`config.mk`:
```
export PLATFORM = sky130hd
export DESIGN_NAME = dsss_hdr_framer
export DESIGN_NICKNAME = d
export VERILOG_FILES = /design/src/rtl/dsss_frm_pkg.sv /design/src/rtl/dsss_frm_rst_sync.sv /design/src/rtl/dsss_frm_seq.sv /design/src/rtl/dsss_frm_crc16.sv /design/src/rtl/dsss_frm_fields.sv /design/src/rtl/dsss_hdr_framer.sv
export SDC_FILE = /design/constraint.sdc
export NUM_CORES = 1
export LEC_CHECK = 0
export ABC_AREA = 1
export ABC_CLOCK_PERIOD_IN_PS = 6190
export BUFFER_PORTS_ARGS = -buffer_cell sky130_fd_sc_hd__buf_2
export CELL_PAD_IN_SITES_DETAIL_PLACEMENT = 0
export CELL_PAD_IN_SITES_GLOBAL_PLACEMENT = 1
export CORE_ASPECT_RATIO = 0.75
export CORE_MARGIN = 2
export CORE_UTILIZATION = 45
export DETAILED_ROUTE_END_ITERATION = 8
export PLACE_DENSITY_LB_ADDON = 0.15
export SYNTH_ARGS = -nofsm -noshare
export SYNTH_HDL_FRONTEND = slang
export SYNTH_HIERARCHICAL = 1
export SYNTH_SLANG_ARGS = --single-unit
```
`constraint.sdc`:
```
create_clock -name clk -period 6.19 [get_ports clk]
set_clock_uncertainty 0.05 [all_clocks]
set_input_delay 1.238 -clock clk [delete_from_list [all_inputs] [get_ports clk]]
set_output_delay 1.238 -clock clk [all_outputs]
set_load 0.02 [all_outputs]
```
`src/rtl/dsss_frm_pkg.sv`:
```
`timescale 1ns/1ps
package dsss_frm_pkg;

  typedef enum logic [2:0] {
    PH_IDLE, PH_PRE, PH_SYNC, PH_SIG, PH_SVC, PH_LEN, PH_CHK, PH_PAY
  } phase_e;

  localparam int SYNC_BITS = 16;
  localparam int SIG_BITS  = 8;
  localparam int SVC_BITS  = 8;
  localparam int LEN_BITS  = 16;
  localparam int CHK_BITS  = 16;
  localparam logic [CHK_BITS-1:0] CHK_POLY   = 16'h1021;
  localparam logic [CHK_BITS-1:0] CHK_PRESET = 16'hFFFF;

  // Header sequencing; the mode code picks the branch taken after the sync word.
  function automatic phase_e hdr_next(phase_e cur, logic [1:0] mode);
    phase_e nxt;
    case (cur)
      PH_PRE:  nxt = PH_SYNC;
      PH_SYNC: begin
        if (mode == 2'd0)      nxt = PH_PAY;
        else if (mode == 2'd1) nxt = PH_CHK;
        else                   nxt = PH_SIG;
      end
      PH_SIG:  nxt = PH_SVC;
      PH_SVC:  nxt = PH_LEN;
      PH_LEN:  nxt = PH_CHK;
      PH_CHK:  nxt = PH_PAY;
      default: nxt = PH_IDLE;
    endcase
    return nxt;
  endfunction

endpackage

```
`src/rtl/dsss_frm_rst_sync.sv`:
```
`timescale 1ns/1ps
module dsss_frm_rst_sync #(
  parameter int STAGES = 2
) (
  input  logic clk,
  input  logic rst_n,
  output logic rst_n_o
);
  logic [STAGES-1:0] sync_q;

  always_ff @(posedge clk or negedge rst_n) begin
    if (!rst_n) sync_q <= '0;
    else        sync_q <= {sync_q[STAGES-2:0], 1'b1};
  end

  assign rst_n_o = sync_q[STAGES-1];
endmodule

```
`src/rtl/dsss_frm_seq.sv`:
```
`timescale 1ns/1ps
module dsss_frm_seq
  import dsss_frm_pkg::*;
#(
  parameter int PRE_W   = 9,
  parameter int PRE_MAX = 256,
  parameter int LEN_W   = LEN_BITS,
  localparam int CNT_W  = (LEN_W > PRE_W) ? LEN_W : PRE_W
) (
  input  logic             clk,
  input  logic             rst_n,
  input  logic             start_i,
  input  logic [PRE_W-1:0] pre_len_i,
  input  logic [1:0]       mode_i,
  input  logic [LEN_W-1:0] pay_len_i,
  input  logic             pay_valid_i,
  output phase_e           phase_o,
  output logic [CNT_W-1:0] cnt_o,
  output logic             accept_o
);
  phase_e           phase_q, phase_d;
  logic [CNT_W-1:0] cnt_q, cnt_d;
  logic [1:0]       mode_q, mode_d;
  logic [LEN_W-1:0] plen_q, plen_d;
  logic             accept, step, last, cfg_en, seq_en;
  logic [CNT_W-1:0] pre_eff;
  phase_e           nxt;

  function automatic logic [CNT_W-1:0] load_of(phase_e p, logic [LEN_W-1:0] l);
    case (p)
      PH_SYNC: return CNT_W'(SYNC_BITS);
      PH_SIG:  return CNT_W'(SIG_BITS);
      PH_SVC:  return CNT_W'(SVC_BITS);
      PH_LEN:  return CNT_W'(LEN_BITS);
      PH_CHK:  return CNT_W'(CHK_BITS);
      PH_PAY:  return CNT_W'(l);
      default: return '0;
    endcase
  endfunction

  always_comb begin
    accept  = start_i && (phase_q == PH_IDLE);
    pre_eff = (CNT_W'(pre_len_i) > CNT_W'(PRE_MAX)) ? CNT_W'(PRE_MAX) : CNT_W'(pre_len_i);
    step    = (phase_q == PH_PAY) ? pay_valid_i : (phase_q != PH_IDLE);
    last    = step && (cnt_q == CNT_W'(1));
    nxt     = hdr_next(phase_q, mode_q);
    cfg_en  = accept;
    seq_en  = accept || step;
    mode_d  = mode_i;
    plen_d  = pay_len_i;
    phase_d = phase_q;
    cnt_d   = cnt_q;
    if (accept) begin
      if (pre_eff == '0) begin
        phase_d = PH_SYNC;
        cnt_d   = CNT_W'(SYNC_BITS);
      end else begin
        phase_d = PH_PRE;
        cnt_d   = pre_eff;
      end
    end else if (last) begin
      if (nxt == PH_PAY && plen_q == '0) begin
        phase_d = PH_IDLE;
        cnt_d   = '0;
      end else begin
        phase_d = nxt;
        cnt_d   = load_of(nxt, plen_q);
      end
    end else if (step) begin
      cnt_d = cnt_q - CNT_W'(1);
    end
  end

  always_ff @(posedge clk or negedge rst_n) begin
    if (!rst_n) begin
      phase_q <= PH_IDLE;
      cnt_q   <= '0;
    end else if (seq_en) begin
      phase_q <= phase_d;
      cnt_q   <= cnt_d;
    end
  end

  always_ff @(posedge clk or negedge rst_n) begin
    if (!rst_n) begin
      mode_q <= '0;
      plen_q <= '0;
    end else if (cfg_en) begin
      mode_q <= mode_d;
      plen_q <= plen_d;
    end
  end

  assign phase_o  = phase_q;
  assign cnt_o    = cnt_q;
  assign accept_o = accept;
endmodule

```
`src/rtl/dsss_frm_crc16.sv`:
```
`timescale 1ns/1ps
module dsss_frm_crc16
  import dsss_frm_pkg::*;
(
  input  logic                clk,
  input  logic                rst_n,
  input  logic                preset_i,
  input  logic                shift_i,
  input  logic                din_i,
  output logic [CHK_BITS-1:0] crc_o
);
  logic [CHK_BITS-1:0] crc_q, crc_d;
  logic                fb, crc_en;

  always_comb begin
    fb     = crc_q[CHK_BITS-1] ^ din_i;
    crc_en = preset_i || shift_i;
    if (preset_i) crc_d = CHK_PRESET;
    else          crc_d = {crc_q[CHK_BITS-2:0], 1'b0} ^ (fb ? CHK_POLY : '0);
  end

  always_ff @(posedge clk or negedge rst_n) begin
    if (!rst_n)      crc_q <= CHK_PRESET;
    else if (crc_en) crc_q <= crc_d;
  end

  assign crc_o = crc_q;
endmodule

```
`src/rtl/dsss_frm_fields.sv`:
```
`timescale 1ns/1ps
module dsss_frm_fields
  import dsss_frm_pkg::*;
(
  input  logic                 clk,
  input  logic                 rst_n,
  input  logic                 load_i,
  input  logic [SYNC_BITS-1:0] sync_i,
  input  logic [SIG_BITS-1:0]  sig_i,
  input  logic [SVC_BITS-1:0]  svc_i,
  input  logic [LEN_BITS-1:0]  len_i,
  input  phase_e               phase_i,
  input  logic [3:0]           idx_i,
  input  logic [CHK_BITS-1:0]  crc_i,
  output logic                 hdr_bit_o
);
  logic [SYNC_BITS-1:0] sync_q;
  logic [SIG_BITS-1:0]  sig_q;
  logic [SVC_BITS-1:0]  svc_q;
  logic [LEN_BITS-1:0]  len_q;

  always_ff @(posedge clk or negedge rst_n) begin
    if (!rst_n) begin
      sync_q <= '0;
      sig_q  <= '0;
      svc_q  <= '0;
      len_q  <= '0;
    end else if (load_i) begin
      sync_q <= sync_i;
      sig_q  <= sig_i;
      svc_q  <= svc_i;
      len_q  <= len_i;
    end
  end

  always_comb begin
    case (phase_i)
      PH_PRE:  hdr_bit_o = 1'b1;
      PH_SYNC: hdr_bit_o = sync_q[idx_i];
      PH_SIG:  hdr_bit_o = sig_q[idx_i[2:0]];
      PH_SVC:  hdr_bit_o = svc_q[idx_i[2:0]];
      PH_LEN:  hdr_bit_o = len_q[idx_i];
      PH_CHK:  hdr_bit_o = ~crc_i[idx_i];
      default: hdr_bit_o = 1'b0;
    endcase
  end
endmodule

```
`src/rtl/dsss_hdr_framer.sv`:
```
`timescale 1ns/1ps
module dsss_hdr_framer
  import dsss_frm_pkg::*;
#(
  parameter int PRE_W   = 9,
  parameter int PRE_MAX = 256,
  localparam int CNT_W  = (LEN_BITS > PRE_W) ? LEN_BITS : PRE_W
) (
  input  logic                 clk,
  input  logic                 rst_n,
  input  logic                 start_i,
  input  logic [PRE_W-1:0]     pre_len_i,
  input  logic [1:0]           mode_i,
  input  logic [SYNC_BITS-1:0] sync_i,
  input  logic [SIG_BITS-1:0]  sig_i,
  input  logic [SVC_BITS-1:0]  svc_i,
  input  logic [LEN_BITS-1:0]  len_i,
  input  logic                 pay_data_i,
  input  logic                 pay_valid_i,
  output logic                 pay_ready_o,
  output logic                 bit_o,
  output logic                 bit_valid_o,
  output logic                 busy_o
);
  logic             rst_n_s;
  phase_e           phase_w;
  logic [CNT_W-1:0] cnt_w;
  logic [3:0]       idx_w;
  logic             accept_w, hdr_bit_w, crc_shift_w;
  logic [CHK_BITS-1:0] crc_w;

  dsss_frm_rst_sync #(.STAGES(2)) rst_i (
    .clk(clk), .rst_n(rst_n), .rst_n_o(rst_n_s)
  );

  dsss_frm_seq #(.PRE_W(PRE_W), .PRE_MAX(PRE_MAX), .LEN_W(LEN_BITS)) seq_i (
    .clk(clk), .rst_n(rst_n_s), .start_i(start_i), .pre_len_i(pre_len_i),
    .mode_i(mode_i), .pay_len_i(len_i), .pay_valid_i(pay_valid_i),
    .phase_o(phase_w), .cnt_o(cnt_w), .accept_o(accept_w)
  );

  assign idx_w = 4'(cnt_w - CNT_W'(1));

  dsss_frm_fields fld_i (
    .clk(clk), .rst_n(rst_n_s), .load_i(accept_w), .sync_i(sync_i),
    .sig_i(sig_i), .svc_i(svc_i), .len_i(len_i), .phase_i(phase_w),
    .idx_i(idx_w), .crc_i(crc_w), .hdr_bit_o(hdr_bit_w)
  );

  assign crc_shift_w = (phase_w == PH_SIG) || (phase_w == PH_SVC) || (phase_w == PH_LEN);

  dsss_frm_crc16 crc_i (
    .clk(clk), .rst_n(rst_n_s), .preset_i(accept_w), .shift_i(crc_shift_w),
    .din_i(hdr_bit_w), .crc_o(crc_w)
  );

  always_comb begin
    pay_ready_o = (phase_w == PH_PAY);
    busy_o      = (phase_w != PH_IDLE);
    if (phase_w == PH_PAY) begin
      bit_o       = pay_data_i;
      bit_valid_o = pay_valid_i;
    end else begin
      bit_o       = hdr_bit_w;
      bit_valid_o = (phase_w != PH_IDLE);
    end
  end
endmodule

```
### Word-level counts from Yosys, hierarchy flattened

Index checks and enable logic that the tools add are counted.

| storage, ports and cells | value |
|---|---|
| bits in registers | 87 |
| latch bits | 0 |
| bits in writable memories | 0 |
| memory bits (read-only) | 0 |
| input port bits | 64 |
| memories | 0 |

| operators by class | value |
|---|---|
| $add $sub $neg | 1 |
| multiply operators | 0 |
| divide/modulo/power cells | 0 |
| $lt $le $gt $ge | 3 |
| eq/ne operators | 15 |
| shift operators | 0 |
| mux-type cells | 29 |
| bitwise gates (word level) | 3 |
| reductions and logical operators | 18 |

Operators with widths:

| kind | count |
|---|---|
| 16-bit two-way mux | 6 |
| 16-bit case mux with 3 select lines | 1 |
| 16-bit zero test | 2 |
| 3-bit == test (second input constant) | 8 |
| 3-bit case mux with 6 select lines | 1 |
| 16-bit by 1-bit == test with 1-bit output (second input constant) | 1 |
| 16-bit by 1-bit subtractor with 16-bit output (second input constant) | 1 |
| 16-bit XOR | 1 |
| 3-bit two-way mux | 5 |
| 13-bit two-way mux | 1 |
| 1-bit binary-select mux with 4-bit select | 3 |
| 3-bit by 2-bit == test with 1-bit output (second input constant) | 4 |
| 9-bit > comparator (second input constant) | 1 |
| 9-bit two-way mux | 1 |
| 1-bit two-way mux | 7 |
| 1-bit binary-select mux with 3-bit select | 2 |
| 1-bit case mux with 6 select lines | 1 |
| 3-bit nonzero test | 2 |
| 4-bit by 5-bit less-than comparator with 1-bit output (second input constant) | 1 |
| 1-bit logical OR | 4 |
| 3-bit by 4-bit less-than comparator with 1-bit output (second input constant) | 1 |
| 2-bit AND reduction | 2 |
| 3-bit by 1-bit == test with 1-bit output (second input constant) | 1 |
| 1-bit logical AND | 3 |
| 9 further kinds | 9 |

### Longest topological paths before layout

| depth | value |
|---|---|
| depth in word-level cells | 10 |
| depth in mapped cells | 19 |
| gate-level depth less buffers | 18 |

### Hierarchy

The synthesis kept the hierarchy.

By module, submodules not included:

| module | times used | cells each | area each (um^2) | sequential area each (um^2) |
|---|---|---|---|---|
| dsss_frm_fields | 1 | 349 | 2600.0 | 1201.2 |
| dsss_frm_seq | 1 | 355 | 2396.0 | 925.9 |
| dsss_frm_crc16 | 1 | 67 | 744.5 | 420.4 |
| dsss_hdr_framer | 1 | 25 | 120.1 | 0.0 |
| dsss_frm_rst_sync | 1 | 3 | 53.8 | 50.0 |

### Worst setup path before layout

No wires, ideal clock.

| timing path | value |
|---|---|
| path type | flip-flop to output port |
| start | reg seq_i.cnt_q[0], in the netlist seq_i/cnt_o[0] |
| end | out bit_o |
| arrival | 1.831 ns |
| data required time | 4.902 ns |
| path slack | 3.071 ns |
| cell stages (with the launch flop) | 17 |
| buffers on the path | 2 |
| cells stage by stage | dfrtp_1 -> inv_1 -> ha_1 -> inv_1 -> buf_6 -> inv_2 -> buf_4 -> nand3_1 -> nand3_1 -> nand3_1 -> nand2_1 -> nand2_1 -> nand2_1 -> inv_1 -> nand2_1 -> nand2_1 -> nand2_1 |

| between the ends | value |
|---|---|
| cells in the longest elaborated chain, start to end | 6 |
| elaborated cells between the ends (all ways) | 14 |
| classes of those cells | add/sub (1); mux (12); bitwise (1) |

Ends and longest elaborated chain:

| element | RTL line | RTL |
|---|---|---|
| start, declared | dsss_frm_seq.sv:22 | `logic [CNT_W-1:0] cnt_q, cnt_d;` |
| start signal, assigned | dsss_frm_seq.sv:80 | `cnt_q <= cnt_d;` |
| 16-bit by 1-bit subtractor with 16-bit output * | - |  |
| via idx_w[0] | dsss_hdr_framer.sv:28 | `logic [3:0] idx_w;` |
| 1-bit binary-select mux with 4-bit select | dsss_frm_fields.sv:43 | `PH_CHK: hdr_bit_o = ~crc_i[idx_i];` |
| 1-bit two-way mux (implied by the code) | dsss_frm_fields.sv:43 |  |
| 1-bit inverter | dsss_frm_fields.sv:43 |  |
| 1-bit case mux with 6 select lines * | dsss_frm_fields.sv:37 | `case (phase_i)` |
| via hdr_bit_w | dsss_hdr_framer.sv:29 | `logic accept_w, hdr_bit_w, crc_shift_w;` |
| 1-bit two-way mux * | dsss_hdr_framer.sv:60 | `if (phase_w == PH_PAY) begin` |
| end, declared | dsss_hdr_framer.sv:21 | `output logic bit_o,` |

Mark *: on every way through the listed nets, which the timed path passes. The rest lies on a longest branch. The select of a mux whose other input is x is not followed.

### Final worst setup path

Same ends and word-level chain as after synthesis.

==> impl_metrics.toml <==
[floorplan]
io_pins = 68
dieArea_um2 = 14100
die_w_um = 136
coreArea_um2 = 12900
row_count = 36
initial_core_util_pct = 45.8
die_h_um = 103

[power_and_ir_drop]
pwr_density_cell_nw_per_um2 = 435
ir_drop_mv = 0.248
leakagePower_nw = 3.39
power_mw = 2.85

[global_routing]
grt_pass1_vias = 4781
top_usage_layer = "met1"
overflow = 0
antenna_found_initial = 0
grtUsageMet1_pct = 33.1
grt_pass1_wl_um = 23700
met3_usage_pct = 6.29
grt_start_max_net_pins = 79
grt_usage_pct = 21.9
grt_util_met2_pct = 31.1

[logic_synthesis]
synth_edf_count = 0
synthFlopType = "dfrtp_1"
yosysWarnings = 6
synth_cells = 799
synthTopCellsByCount = "nand2_1 (246), inv_1 (108), nand3_1 (91)"
synth_seq_cells = 103
netlist_area_um2 = 5910
synth_cell_types = 36
synth_top_area_share_pct = 36.8
synth_most_common_cell = "nand2_1"
synth_nets = 866
synth_area_leaders = "dfrtp_1 (37%), nand2_1 (16%), nand3_1 (7.7%)"
yosysTopAreaCell = "dfrtp_1"
ys_seq_area_share_pct = 43.9
syn_avg_cell_area_um2 = 7.40
async_flop_share_pct = 100

[clock_network]
cts_hold_buffers = 0
post_cts_resized = 0
cts_root_buf = "clkbuf_16"
cts_inserted_buffers = 9
clk_pin_slew_worst_paths_ns = 0.07
post-cts-setup-buffers = 0
clock_path_buffers = 2
clock_sinks = 103
cts_tree = "done"
htreeDepth = 3
clk_latency_ns = 0.36

[setup_path]
cp.required_ns = 4.90
path_max_fanout = 38
path_class = "flip-flop to output port"
end_kind = "output port"
cpPeakStageDelay_ns = 0.61
startpoint_type = "flip-flop"
cp_cell_sequence = "inv_1 > buf_4 > ha_1 > xor2_1 > inv_1 > nand3_1 > nand2_1 > nand2_1 > nand2_1 > nor2_1 > nand2_1 > inv_1 > nand2_1 > nand2_1 > nand2_1 > buf_2"
arrival_ns = 3.30
cpMostUsedCell = "nand2_1"
worst_path_max_delay_cell = "xor2_1"

[outcome]
status = "complete, no violations"

[timing]
fmax_ghz = 0.218
slew_headroom_pct = 47.7
setup_viol = 0
period_minus_slack_ns = 4.59
worst_pin_slew_ns = 0.784
rsz0062_at_grt = "no"
hold_ws_ns = 0.301
hold_violations = 0
fin_crit_sh_pct = 74.2
slew_viol_final = 0
fin_tns_setup_ns = 0

[finish]
fin_nets = 916
area_growth_pct = 11.0
drive_gt1_share_pct = 17.8
fin_cells = 1025
diodes = 0

[drt]
dr.pass1.iters = 5
viasPerCell = 5.05
wirelength_um = 14300
ant_nets = 0
drc = 0
drt_iter0_drc = 400
wl_per_cell_um = 13.9
vias = 5178

[placement]
globalplace.congestion = 0.870
place_hpwl_um = 10400
dp.cells = 1009
port_buffers = 67

[run]
max-cap-violations = 0

[worst_hold_path]
hold_class = "flip-flop to async pin"
cell families after synthesis:
family | count (synthesis) | share of synthesized area (%)
AO/OA/AOI/OAI | 105 | 10.8
XOR/XNOR | 6 | 0.889
adder cells (fa/ha/maj) | 3 | 0.635
buffers and inverters | 145 | 11.1
flip-flops | 103 | 43.9
multiplexers | 10 | 1.90
other | 1 | 0.0634
AND/OR/NAND/NOR | 426 | 30.7
worst paths after layout:
path / startpoint / end / slack (ns) / depth (start not counted)
setup / recovery: seq_i/cnt_o[0] / bit_o / 1.60 / 16
hold / removal: rst_i/sync_q[1] / fld_i/sync_q[6] / 0.30 / 0
setup reg to reg: seq_i/cnt_o[0] / crc_i/crc_o[12] / 3.00 / 18
hold reg to reg: rst_i/sync_q[1] / fld_i/sync_q[6] / 0.30 / 0
max in group asynchronous: rst_i/sync_q[1] / fld_i/len_q[5] / 4.66 / 1
min in group clk: rst_i/sync_q[0] / rst_i/sync_q[1] / 0.30 / 0
area by class of cell:
class | instances | area (um^2)
Multi-Input combinational cell | 551 | 2660
Inverter | 114 | 433
Clock buffer | 9 | 225
Timing Repair Buffer | 70 | 358
Tap cell | 171 | 214
Sequential cell | 103 | 2600
Fill cell | 1291 | 6360
Clock inverter | 7 | 71.3
cells in the final DEF (no fill, tap or decap), types with 10 or more instances in the layout:
cell     count
nand2_1    246
inv_1      108
nand3_1     91
dfrtp_1     86
o21ai_0     72
buf_2       67
nor2_1      52
dfstp_2     16
nor3_1      12
mux2_2      10
layer usage:
metal / up-vias / wire (um)
li1: 2624 / -
met5: - / 0
met4: 0 / 116
met3: 12 / 833
met2: 130 / 5820
met1: 2412 / 7510
report_power, final:
group          switching [mW]  leakage [nW]  internal, mW
clock network           0.264         0.138         0.314
registers               0.139          1.10         0.843
logic                   0.849          2.16         0.443
state kept, by name (all words and copies together), names as in the netlist:
name	count
fld_i/svc_q	8
rst_i/sync_q	2
fld_i/len_q	16
seq_i/cnt_o	16
fld_i/sig_q	8
seq_i/phase_o	3
seq_i/plen_q	16
seq_i/mode_q	2
crc_i/crc_o	16
fld_i/sync_q	16
stage by stage:
stage / cell area, um^2 / utilization (%) / worst slack, ns
floorplan: 5910 / - / 3.07
global placement: 6270 / 48.5 / 2.02
detailed placement: 6270 / 48.5 / 1.90
CTS: 6570 / 50.8 / 1.50
global route: 6570 / 50.8 / 1.19
finish: 6570 / 50.8 / 1.60
critical path, delay by kind of cell, from the launching register on:
family,cells,cell delay [ns]
XOR/XNOR,1,0.61
adder cells (fa/ha/maj),1,0.23
buffers and inverters,5,0.95
flip-flops,1,0.42
AND/OR/NAND/NOR,9,0.75
No activity file was read; power rests on OpenSTA's default activity.
